<file path="config.mk">
export PLATFORM = sky130hd
export DESIGN_NAME = cfgx_term_handler
export DESIGN_NICKNAME = d
export VERILOG_FILES = /design/src/rtl/cfgx_pkg.sv /design/src/rtl/cfgx_seq.sv /design/src/rtl/cfgx_result.sv /design/src/rtl/cfgx_irq_bank.sv /design/src/rtl/cfgx_term_handler.sv
export SDC_FILE = /design/constraint.sdc
export NUM_CORES = 1
export LEC_CHECK = 0
export BUFFER_PORTS_ARGS = -buffer_cell sky130_fd_sc_hd__buf_2
export CAP_MARGIN = 25
export CORE_ASPECT_RATIO = 1.5
export CORE_MARGIN = 8
export CORE_UTILIZATION = 41
export CTS_CLUSTER_SIZE = 20
export DETAILED_ROUTE_END_ITERATION = 12
export HOLD_SLACK_MARGIN = 0.12
export PLACE_DENSITY_LB_ADDON = 0.2
export SYNTH_ARGS = -nofsm -noshare
export SYNTH_HDL_FRONTEND = slang
export SYNTH_SLANG_ARGS = --single-unit
</file>
<file path="constraint.sdc">
create_clock -name clk -period 1.48 [get_ports clk]
set_input_delay 0 -clock clk [delete_from_list [all_inputs] [get_ports clk]]
set_output_delay 0 -clock clk [all_outputs]
set_load 0.05 [all_outputs]
</file>
<file path="src/rtl/cfgx_pkg.sv">
package cfgx_pkg;

    localparam int IRQ_W = 8;

    localparam int IRQ_RD_SERR   = 0;
    localparam int IRQ_RD_TABORT = 1;
    localparam int IRQ_RD_PERR   = 2;
    localparam int IRQ_WR_SERR   = 3;
    localparam int IRQ_WR_MABORT = 4;
    localparam int IRQ_WR_RETRY  = 5;
    localparam int IRQ_WR_TABORT = 6;
    localparam int IRQ_WR_PERR   = 7;

    typedef enum logic [2:0] {
        TERM_NORMAL    = 3'd0,
        TERM_DISC_DATA = 3'd1,
        TERM_RETRY     = 3'd2,
        TERM_MABORT    = 3'd3,
        TERM_TABORT    = 3'd4,
        TERM_SERR      = 3'd5,
        TERM_PERR      = 3'd6,
        TERM_RSVD      = 3'd7
    } term_e;

    typedef enum logic [1:0] {
        SEQ_IDLE  = 2'd0,
        SEQ_ISSUE = 2'd1,
        SEQ_WAIT  = 2'd2
    } seq_state_e;

    typedef struct packed {
        logic             ok;
        logic             ones;
        logic [IRQ_W-1:0] irq;
    } outcome_t;

    // Result of a final termination; a retry reaching here is an exhausted write.
    function automatic outcome_t classify(term_e code, logic is_wr);
        outcome_t o;
        o.ok   = 1'b0;
        o.ones = 1'b1;
        o.irq  = '0;
        case (code)
            TERM_NORMAL, TERM_DISC_DATA: begin
                o.ok   = 1'b1;
                o.ones = 1'b0;
            end
            TERM_PERR: begin
                o.ok   = 1'b1;
                o.ones = 1'b0;
                o.irq[is_wr ? IRQ_WR_PERR : IRQ_RD_PERR] = 1'b1;
            end
            TERM_SERR:   o.irq[is_wr ? IRQ_WR_SERR : IRQ_RD_SERR] = 1'b1;
            TERM_TABORT: o.irq[is_wr ? IRQ_WR_TABORT : IRQ_RD_TABORT] = 1'b1;
            TERM_RETRY:  o.irq[IRQ_WR_RETRY] = is_wr;
            default:     o.irq[IRQ_WR_MABORT] = is_wr;
        endcase
        return o;
    endfunction

endpackage

</file>
<file path="src/rtl/cfgx_seq.sv">
module cfgx_seq
    import cfgx_pkg::*;
#(
    parameter int DATA_W     = 32,
    parameter int WR_RETRIES = 3,
    parameter int CNT_W      = 3
) (
    input  logic              clk,
    input  logic              rst,
    input  logic              req_valid,
    input  logic              req_write,
    input  logic [DATA_W-1:0] req_wdata,
    output logic              req_ready,
    output logic              pci_start,
    output logic              pci_write,
    output logic [DATA_W-1:0] pci_wdata,
    input  logic              resp_valid,
    input  logic [2:0]        resp_code,
    output logic              fin,
    output logic              fin_write
);

    seq_state_e        st;
    logic              wr_q;
    logic [DATA_W-1:0] wd_q;
    logic [CNT_W-1:0]  cnt;
    term_e             code;
    logic              budget_left;
    logic              reissue;
    logic              got_resp;

    assign code        = term_e'(resp_code);
    assign budget_left = (cnt < CNT_W'(WR_RETRIES));
    assign got_resp    = (st == SEQ_WAIT) && resp_valid;
    assign reissue     = got_resp && (code == TERM_RETRY) && (!wr_q || budget_left);

    always_ff @(posedge clk) begin
        if (rst) begin
            st   <= SEQ_IDLE;
            wr_q <= 1'b0;
            wd_q <= '0;
            cnt  <= '0;
        end else begin
            case (st)
                SEQ_IDLE: begin
                    if (req_valid) begin
                        st   <= SEQ_ISSUE;
                        wr_q <= req_write;
                        wd_q <= req_wdata;
                        cnt  <= '0;
                    end
                end
                SEQ_ISSUE: st <= SEQ_WAIT;
                SEQ_WAIT: begin
                    if (reissue) begin
                        st <= SEQ_ISSUE;
                        if (wr_q) cnt <= cnt + 1'b1;
                    end else if (got_resp) begin
                        st <= SEQ_IDLE;
                    end
                end
                default: st <= SEQ_IDLE;
            endcase
        end
    end

    assign req_ready = (st == SEQ_IDLE);
    assign pci_start = (st == SEQ_ISSUE);
    assign pci_write = wr_q;
    assign pci_wdata = wd_q;
    assign fin       = got_resp && !reissue;
    assign fin_write = wr_q;

endmodule

</file>
<file path="src/rtl/cfgx_result.sv">
module cfgx_result
    import cfgx_pkg::*;
#(
    parameter int DATA_W = 32
) (
    input  logic              clk,
    input  logic              rst,
    input  logic              fin,
    input  logic              fin_write,
    input  logic [2:0]        resp_code,
    input  logic [DATA_W-1:0] pci_rdata,
    output logic              done,
    output logic              done_ok,
    output logic [DATA_W-1:0] done_rdata,
    output logic [IRQ_W-1:0]  irq_set
);

    outcome_t          oc;
    logic [DATA_W-1:0] data_n;

    always_comb begin
        oc = classify(term_e'(resp_code), fin_write);
        if (oc.ones)
            data_n = '1;
        else if (fin_write)
            data_n = '0;
        else
            data_n = pci_rdata;
    end

    assign irq_set = fin ? oc.irq : '0;

    always_ff @(posedge clk) begin
        if (rst) begin
            done       <= 1'b0;
            done_ok    <= 1'b0;
            done_rdata <= '0;
        end else begin
            done <= fin;
            if (fin) begin
                done_ok    <= oc.ok;
                done_rdata <= data_n;
            end
        end
    end

endmodule

</file>
<file path="src/rtl/cfgx_irq_bank.sv">
module cfgx_irq_bank #(
    parameter int W = 8
) (
    input  logic         clk,
    input  logic         rst,
    input  logic [W-1:0] set_i,
    input  logic [W-1:0] clr_i,
    output logic [W-1:0] status
);

    for (genvar i = 0; i < W; i++) begin : g_bit
        always_ff @(posedge clk) begin
            if (rst)
                status[i] <= 1'b0;
            else if (set_i[i])
                status[i] <= 1'b1;
            else if (clr_i[i])
                status[i] <= 1'b0;
        end
    end

endmodule

</file>
<file path="src/rtl/cfgx_term_handler.sv">
module cfgx_term_handler
    import cfgx_pkg::*;
#(
    parameter int DATA_W     = 32,
    parameter int WR_RETRIES = 3
) (
    input  logic              clk,
    input  logic              rst,
    input  logic              req_valid,
    input  logic              req_write,
    input  logic [DATA_W-1:0] req_wdata,
    output logic              req_ready,
    output logic              pci_start,
    output logic              pci_write,
    output logic [DATA_W-1:0] pci_wdata,
    input  logic              pci_resp_valid,
    input  logic [2:0]        pci_resp_code,
    input  logic [DATA_W-1:0] pci_rdata,
    output logic              done,
    output logic              done_ok,
    output logic [DATA_W-1:0] done_rdata,
    output logic [7:0]        irq_status,
    input  logic [7:0]        irq_clear
);

    localparam int CNT_W = $clog2(WR_RETRIES + 2);

    logic             fin;
    logic             fin_write;
    logic [IRQ_W-1:0] irq_set;

    cfgx_seq #(
        .DATA_W     (DATA_W),
        .WR_RETRIES (WR_RETRIES),
        .CNT_W      (CNT_W)
    ) seq_i (
        .clk        (clk),
        .rst        (rst),
        .req_valid  (req_valid),
        .req_write  (req_write),
        .req_wdata  (req_wdata),
        .req_ready  (req_ready),
        .pci_start  (pci_start),
        .pci_write  (pci_write),
        .pci_wdata  (pci_wdata),
        .resp_valid (pci_resp_valid),
        .resp_code  (pci_resp_code),
        .fin        (fin),
        .fin_write  (fin_write)
    );

    cfgx_result #(
        .DATA_W (DATA_W)
    ) res_i (
        .clk        (clk),
        .rst        (rst),
        .fin        (fin),
        .fin_write  (fin_write),
        .resp_code  (pci_resp_code),
        .pci_rdata  (pci_rdata),
        .done       (done),
        .done_ok    (done_ok),
        .done_rdata (done_rdata),
        .irq_set    (irq_set)
    );

    cfgx_irq_bank #(
        .W (IRQ_W)
    ) irq_i (
        .clk    (clk),
        .rst    (rst),
        .set_i  (irq_set),
        .clr_i  (irq_clear),
        .status (irq_status)
    );

endmodule

</file>
## Yosys cells after proc, flatten, opt, wreduce, memory -nomap -nowiden

Cells that the tools add are included.

| word-level totals | value |
|---|---|
| bits in registers | 80 |
| latch bits | 0 |
| memory bits (writable) | 0 |
| ROM bits | 0 |
| bits of input ports | 80 |
| output and inout bits | 77 |
| logic and storage cells | 101 |
| memories kept | 0 |

| operators by class | value |
|---|---|
| add/subtract/negate cells | 1 |
| multipliers | 0 |
| divide/modulo/power cells | 0 |
| magnitude comparators | 7 |
| equal/unequal tests | 11 |
| shift operators | 0 |
| muxes and demuxes | 41 |
| bitwise gates (word level) | 0 |
| reductions and logical operators | 26 |

Operators with widths:

| cell | number |
|---|---|
| >= comparator 32 x 1 -> 1 bit (second input constant) | 3 |
| less-than comparator 32 x 5 -> 1 bit (second input constant) | 3 |
| two-way mux 32 bit | 2 |
| two-way mux 1 bit | 19 |
| nonzero test 2 bit | 9 |
| two-way mux 3 bit | 5 |
| case mux 2 bit (3 select lines) | 2 |
| case mux 4 bit (3 select lines) | 1 |
| two-way mux 2 bit | 5 |
| demux 1 bit (select 3 bit) | 3 |
| equality test 3 bit (second input constant) | 3 |
| two-way mux 8 bit | 1 |
| case mux 1 bit (4 select lines) | 2 |
| logical AND 1 bit | 7 |
| case mux 3 bit (2 select lines) | 1 |
| OR reduction 3 bit | 2 |
| inequality test 2 x 1 -> 1 bit (second input constant) | 2 |
| AND reduction 2 bit | 2 |
| AND reduction 4 bit | 1 |
| adder 3 x 1 -> 3 bit (second input constant) | 1 |
| equality test 3 x 1 -> 1 bit (second input constant) | 1 |
| equality test 3 x 2 -> 1 bit (second input constant) | 1 |
| logical NOT 3 bit | 1 |
| less-than comparator 3 x 2 -> 1 bit (second input constant) | 1 |
| other kinds (7) | 8 |

## Longest topological paths before layout

| depth | value |
|---|---|
| word-level depth | 8 |
| gate-level depth with buffers | 7 |
| gate-level depth less buffers | 4 |

## Modules after synthesis

From an unflattened synthesis, not the netlist that was laid out.

| second synthesis, totals | value |
|---|---|
| cell total of the unflattened synthesis | 310 |
| area, all modules | 3047.9 µm² |

Modules (own cells, without submodules):

| module | instances | cells an instance | area an instance (µm²) | sequential area each (µm²) |
|---|---|---|---|---|
| cfgx_seq | 1 | 178 | 1458.9 | 760.7 |
| cfgx_result | 1 | 99 | 1207.4 | 680.7 |
| cfgx_irq_bank | 1 | 33 | 381.6 | 160.2 |

## Worst setup path after synthesis

Ideal clock, no wire load.

| timing path | value |
|---|---|
| path kind | reg2reg |
| start point | register seq_i.st[1] |
| end point | register seq_i.wd_q[0], in the netlist seq_i.pci_wdata[0] |
| data arrival time | 1.770 ns |
| data required time | 1.346 ns |
| path slack | -0.423 ns |
| stages on the path, launching flop included | 7 |
| path buffers | 2 |
| cells stage by stage | dfxtp_1 buf_2 nor2_1 nand2_1 clkbuf_1 nand2_1 a21oi_1 |

| between the ends | value |
|---|---|
| longest elaborated chain between the ends | 2 |

Ends and longest elaborated chain:

| element | RTL line | source |
|---|---|---|
| start, declared | cfgx_seq.sv:23 | `seq_state_e st;` |
| start signal, assigned | cfgx_seq.sv:39 | `st <= SEQ_IDLE;` |
| start signal, assigned | cfgx_seq.sv:47 | `st <= SEQ_ISSUE;` |
| start signal, assigned | cfgx_seq.sv:53 | `SEQ_ISSUE: st <= SEQ_WAIT;` |
| logical NOT 2 bit | - |  |
| net req_ready | cfgx_term_handler.sv:12 | `output logic req_ready,` |
| AND reduction 2 bit (no source line) | - |  |
| end signal, assigned | cfgx_seq.sv:49 | `wd_q <= req_wdata;` |
| end, declared | cfgx_seq.sv:25 | `logic [DATA_W-1:0] wd_q;` |

The timed path passes the listed nets, and every way through them passes these cells.
A chain may end at the register's enable or synchronous reset.

## Worst setup path in the final report

| timing path | value |
|---|---|
| start point | register seq_i.cnt[1] |
| end point | register res_i.done_rdata[3] |

| between the ends | value |
|---|---|
| longest elaborated chain between the ends | 5 |

Ends and longest elaborated chain:

| element | RTL line | source |
|---|---|---|
| start, declared | cfgx_seq.sv:26 | `logic [CNT_W-1:0] cnt;` |
| start signal, assigned | cfgx_seq.sv:57 | `if (wr_q) cnt <= cnt + 1'b1;` |
| less-than comparator 3 x 2 -> 1 bit | cfgx_seq.sv:33 | `assign budget_left = (cnt < CNT_W'(WR_RETRIES));` |
| logical OR 1 bit | cfgx_seq.sv:35 | `assign reissue = got_resp && (code == TERM_RETRY) && (!wr_q \|\| budget_left);` |
| logical AND 1 bit | cfgx_seq.sv:35 |  |
| logical NOT 1 bit | cfgx_seq.sv:71 | `assign fin = got_resp && !reissue;` |
| logical AND 1 bit | cfgx_seq.sv:71 |  |
| end signal, assigned | cfgx_result.sv:42 | `done_rdata <= data_n;` |
| end, declared | cfgx_result.sv:14 | `output logic [DATA_W-1:0] done_rdata,` |

No other way between the ends.

==> impl_metrics.env <==
export IMPL_synth_seq_cells=80
export IMPL_hp_start="pci_resp_code[0]"
export IMPL_dp_cells=620
export IMPL_ioPinCount=157
export IMPL_dieArea_sq_um=10700
export IMPL_relSlewSlack_pct=65.1
export IMPL_fin_area_sq_um=5270
export IMPL_clkTransAtPathRegs_ps=60
export IMPL_rr_startpoint="seq_i.cnt[1]"
export IMPL_syn_area_per_cell_sq_um=8.34
export IMPL_yosysMostFrequentCell="nand2_1"
export IMPL_gp_congestion=0.767
export IMPL_drv_cap=0
export IMPL_p_switching_uw=1560
export IMPL_clock_sinks=80
export IMPL_die_h_um=123
export IMPL_worstMarginPinSlew_ps=523
export IMPL_cts_tree="done"
export IMPL_ys_flop_type="dfxtp_1"
export IMPL_combPwrFrac_pct=19.9
export IMPL_p_clk_share_pct=39.9
export IMPL_synth_top_area_share_pct=51.6
export IMPL_finalWirelength_um=10900
export IMPL_clk_latency_ps=330
export IMPL_synth_nets=453
export IMPL_intPower_uw=4170
export IMPL_status="complete, no violations"
export IMPL_critPathLaunchType="flop"
export IMPL_overflow=0
export IMPL_cts_buffers=9
export IMPL_pwr_density_cell_nw_per_um2=1090
export IMPL_nNetsFinal=692
export IMPL_drc=0
export IMPL_hold_ws_ps=127
export IMPL_cts_buffer_depth=2
export IMPL_worstPathMaxFanout=35
export IMPL_synthArstFlopShare_pct=0
export IMPL_core_sq_um=7470
export IMPL_yosys_cell_types_count=38
export IMPL_rows=39
export IMPL_die_x_um=87.0
export IMPL_dpl_instance_area_sq_um=4100
export IMPL_synth_warnings=0
export IMPL_syn_area_sq_um=3100
export IMPL_clock_skew_ps=5.39
export IMPL_dr_first_iter_drc_count=176
export IMPL_fill_cells=589
export IMPL_drt_pass1_iterations=4
export IMPL_synthTopCellsByCount="nand2_1 (104), dfxtp_1 (80), inv_1 (41)"
export IMPL_seq_area_frac_synth_pct=51.6
export IMPL_crit_required_ps=1710
export IMPL_cp_startpoint="seq_i.cnt[1]"
export IMPL_slew_viol_final=0
export IMPL_fin_crit_ps=1450
export IMPL_cp_end_kind="flop"
export IMPL_dp_slack_ps=17.0
export IMPL_ant_nets=0
export IMPL_io_buffers=156
export IMPL_finalSetupViolations=0
export IMPL_drive_gt1_share_pct=34.1
export IMPL_start_util_pct=41.6
export IMPL_grt_max_degree=36
export IMPL_ir_drop_mv=0.963
export IMPL_swShare_pct=27.3
export IMPL_crit_type="flop to flop"
export IMPL_period_share_pct=97.9
export IMPL_grt_pass1_vias=3623
export IMPL_track_usage_pct=20.7
export IMPL_routedWlPerCell_um=15.2
export IMPL_rsz0062_at_grt="true"
export IMPL_seq_power_share_pct=40.2
export IMPL_instances_no_fill=719
export IMPL_hold_viol=0
export IMPL_synth_edff_count=0
export IMPL_synthCells=372
export IMPL_area_delta_synth_final_pct=69.6
export IMPL_max_freq_mhz=690
export IMPL_hp_class="primary input to flop"
export IMPL_yosysTopAreaCell="dfxtp_1"
export IMPL_grt_pass1_wl_um=17500
export IMPL_dp_hpwl_um=6710
export IMPL_cp_arrival_ps=1680
export IMPL_htreeDepth=3
export IMPL_p_leak_uw=0.00249
export IMPL_cts_root_buf="clkbuf_16"
export IMPL_vias=3523
export IMPL_synth_area_top_cells="dfxtp_1 (52%), nand2_1 (13%), a221oi_1 (9.0%), a21oi_1 (6.3%), inv_1 (5.0%)"
export IMPL_antenna_found_initial=1
export IMPL_drt_vias_per_instance=4.90
export IMPL_fin_ws_ps=31.0
per-layer routing:
metal / wire (um) / global-route usage [%] / vias up
li1: - / - / 1717
met1: 4030 / 21.6 / 1624
met2: 5710 / 36.2 / 151
met3: 796 / 5.63 / 31
met4: 391 / 12.6 / 0
met5: 0 / 0 / -
path summary, 6_finish.rpt:
check | end | slack (ps) | cells after the start
max | res_i.done_rdata[3] | 30 | 5
min | irq_i.status[6] | 130 | 4
max reg2reg | res_i.done_rdata[3] | 30 | 5
min reg2reg | seq_i.pci_wdata[18] | 450 | 2
per-stage QoR:
step / setup TNS, ps / util, % / total power, uW
after floorplan: 0 / - / 2980
after global placement: 0 / 55.0 / 3290
after detailed placement: 0 / 55.0 / 3300
after CTS: 0 / 69.7 / 5760
after global routing: -657 / 70.5 / 5970
final: 0 / 70.5 / 5740
power groups by stage:
| stage | Combinational (uW) | Sequential, uW | Clock [uW] |
|---|---|---|---|
| after global placement | 944 | 2350 | 0 |
| after global routing | 1220 | 2320 | 2430 |
| after detailed placement | 952 | 2350 | 0 |
| after floorplan | 302 | 2680 | 0 |
| final | 1140 | 2310 | 2290 |
| after CTS | 1110 | 2310 | 2340 |
placed cells by master, fill, tap and decap left out, types with 2 or more instances in the layout:
cell           count
a221oi_1          28
buf_4             16
dfxtp_2            2
nor2_1            11
nor2b_1            4
clkbuf_8           4
clkbuf_16          9
buf_12             5
inv_1             41
a32oi_1            3
nor3_1             2
a21o_1             2
nand2_1          104
dfxtp_1           77
buf_2            156
a221oi_2           4
dlygate4sd3_1     78
nand2b_1           2
a21oi_1           39
cells by family (layout without fill, tap and decap cells):
family / after synthesis / after routing / share of synthesized area, %
fa+ha+maj: 1 / 1 / 0.403
flops: 80 / 80 / 51.6
other cells: 0 / 1 / 0
simple gates: 136 / 136 / 19.4
buf+inv: 70 / 314 / 9.35
mux: 1 / 1 / 0.484
compound gates: 84 / 84 / 18.8
state kept, by name, summed over array words and instances, names as in the netlist:
register          flops
seq_i.pci_wdata      32
seq_i.st              2
seq_i.cnt             3
res_i.done            1
res_i.done_rdata     32
res_i.done_ok         1
seq_i.fin_write       1
irq_i.status          8
critical path, cell delays in order, from the launching register on:
cell and delay, ps:
dfxtp_2 350, a21o_1 200, nand2_1 100, a21o_1 210, buf_12 170, a221oi_1 310
final cells by class:
class                      instances  area, sq um  share of cell area (%)
timing repair buffer             256         1790                    34.0
tap                              102          128                    2.42
sequential                        80         1610                    30.5
multi-input combinational        222         1260                    23.9
clock buffer                      14          284                    5.39
clock inverter                     2         35.0                   0.665
inverter                          42          158                    2.99
antenna                            1         2.50                  0.0475
what timing repair did:
action,in CTS,in global routing
pin swaps,1,2
hold buffers,78,0
endpoints found under the setup margin,3,27
gates resized for setup,1,6
hold endpoints to repair,76,0
buffers inserted,0,4
Note: power is estimated with default switching activity, not from simulation.
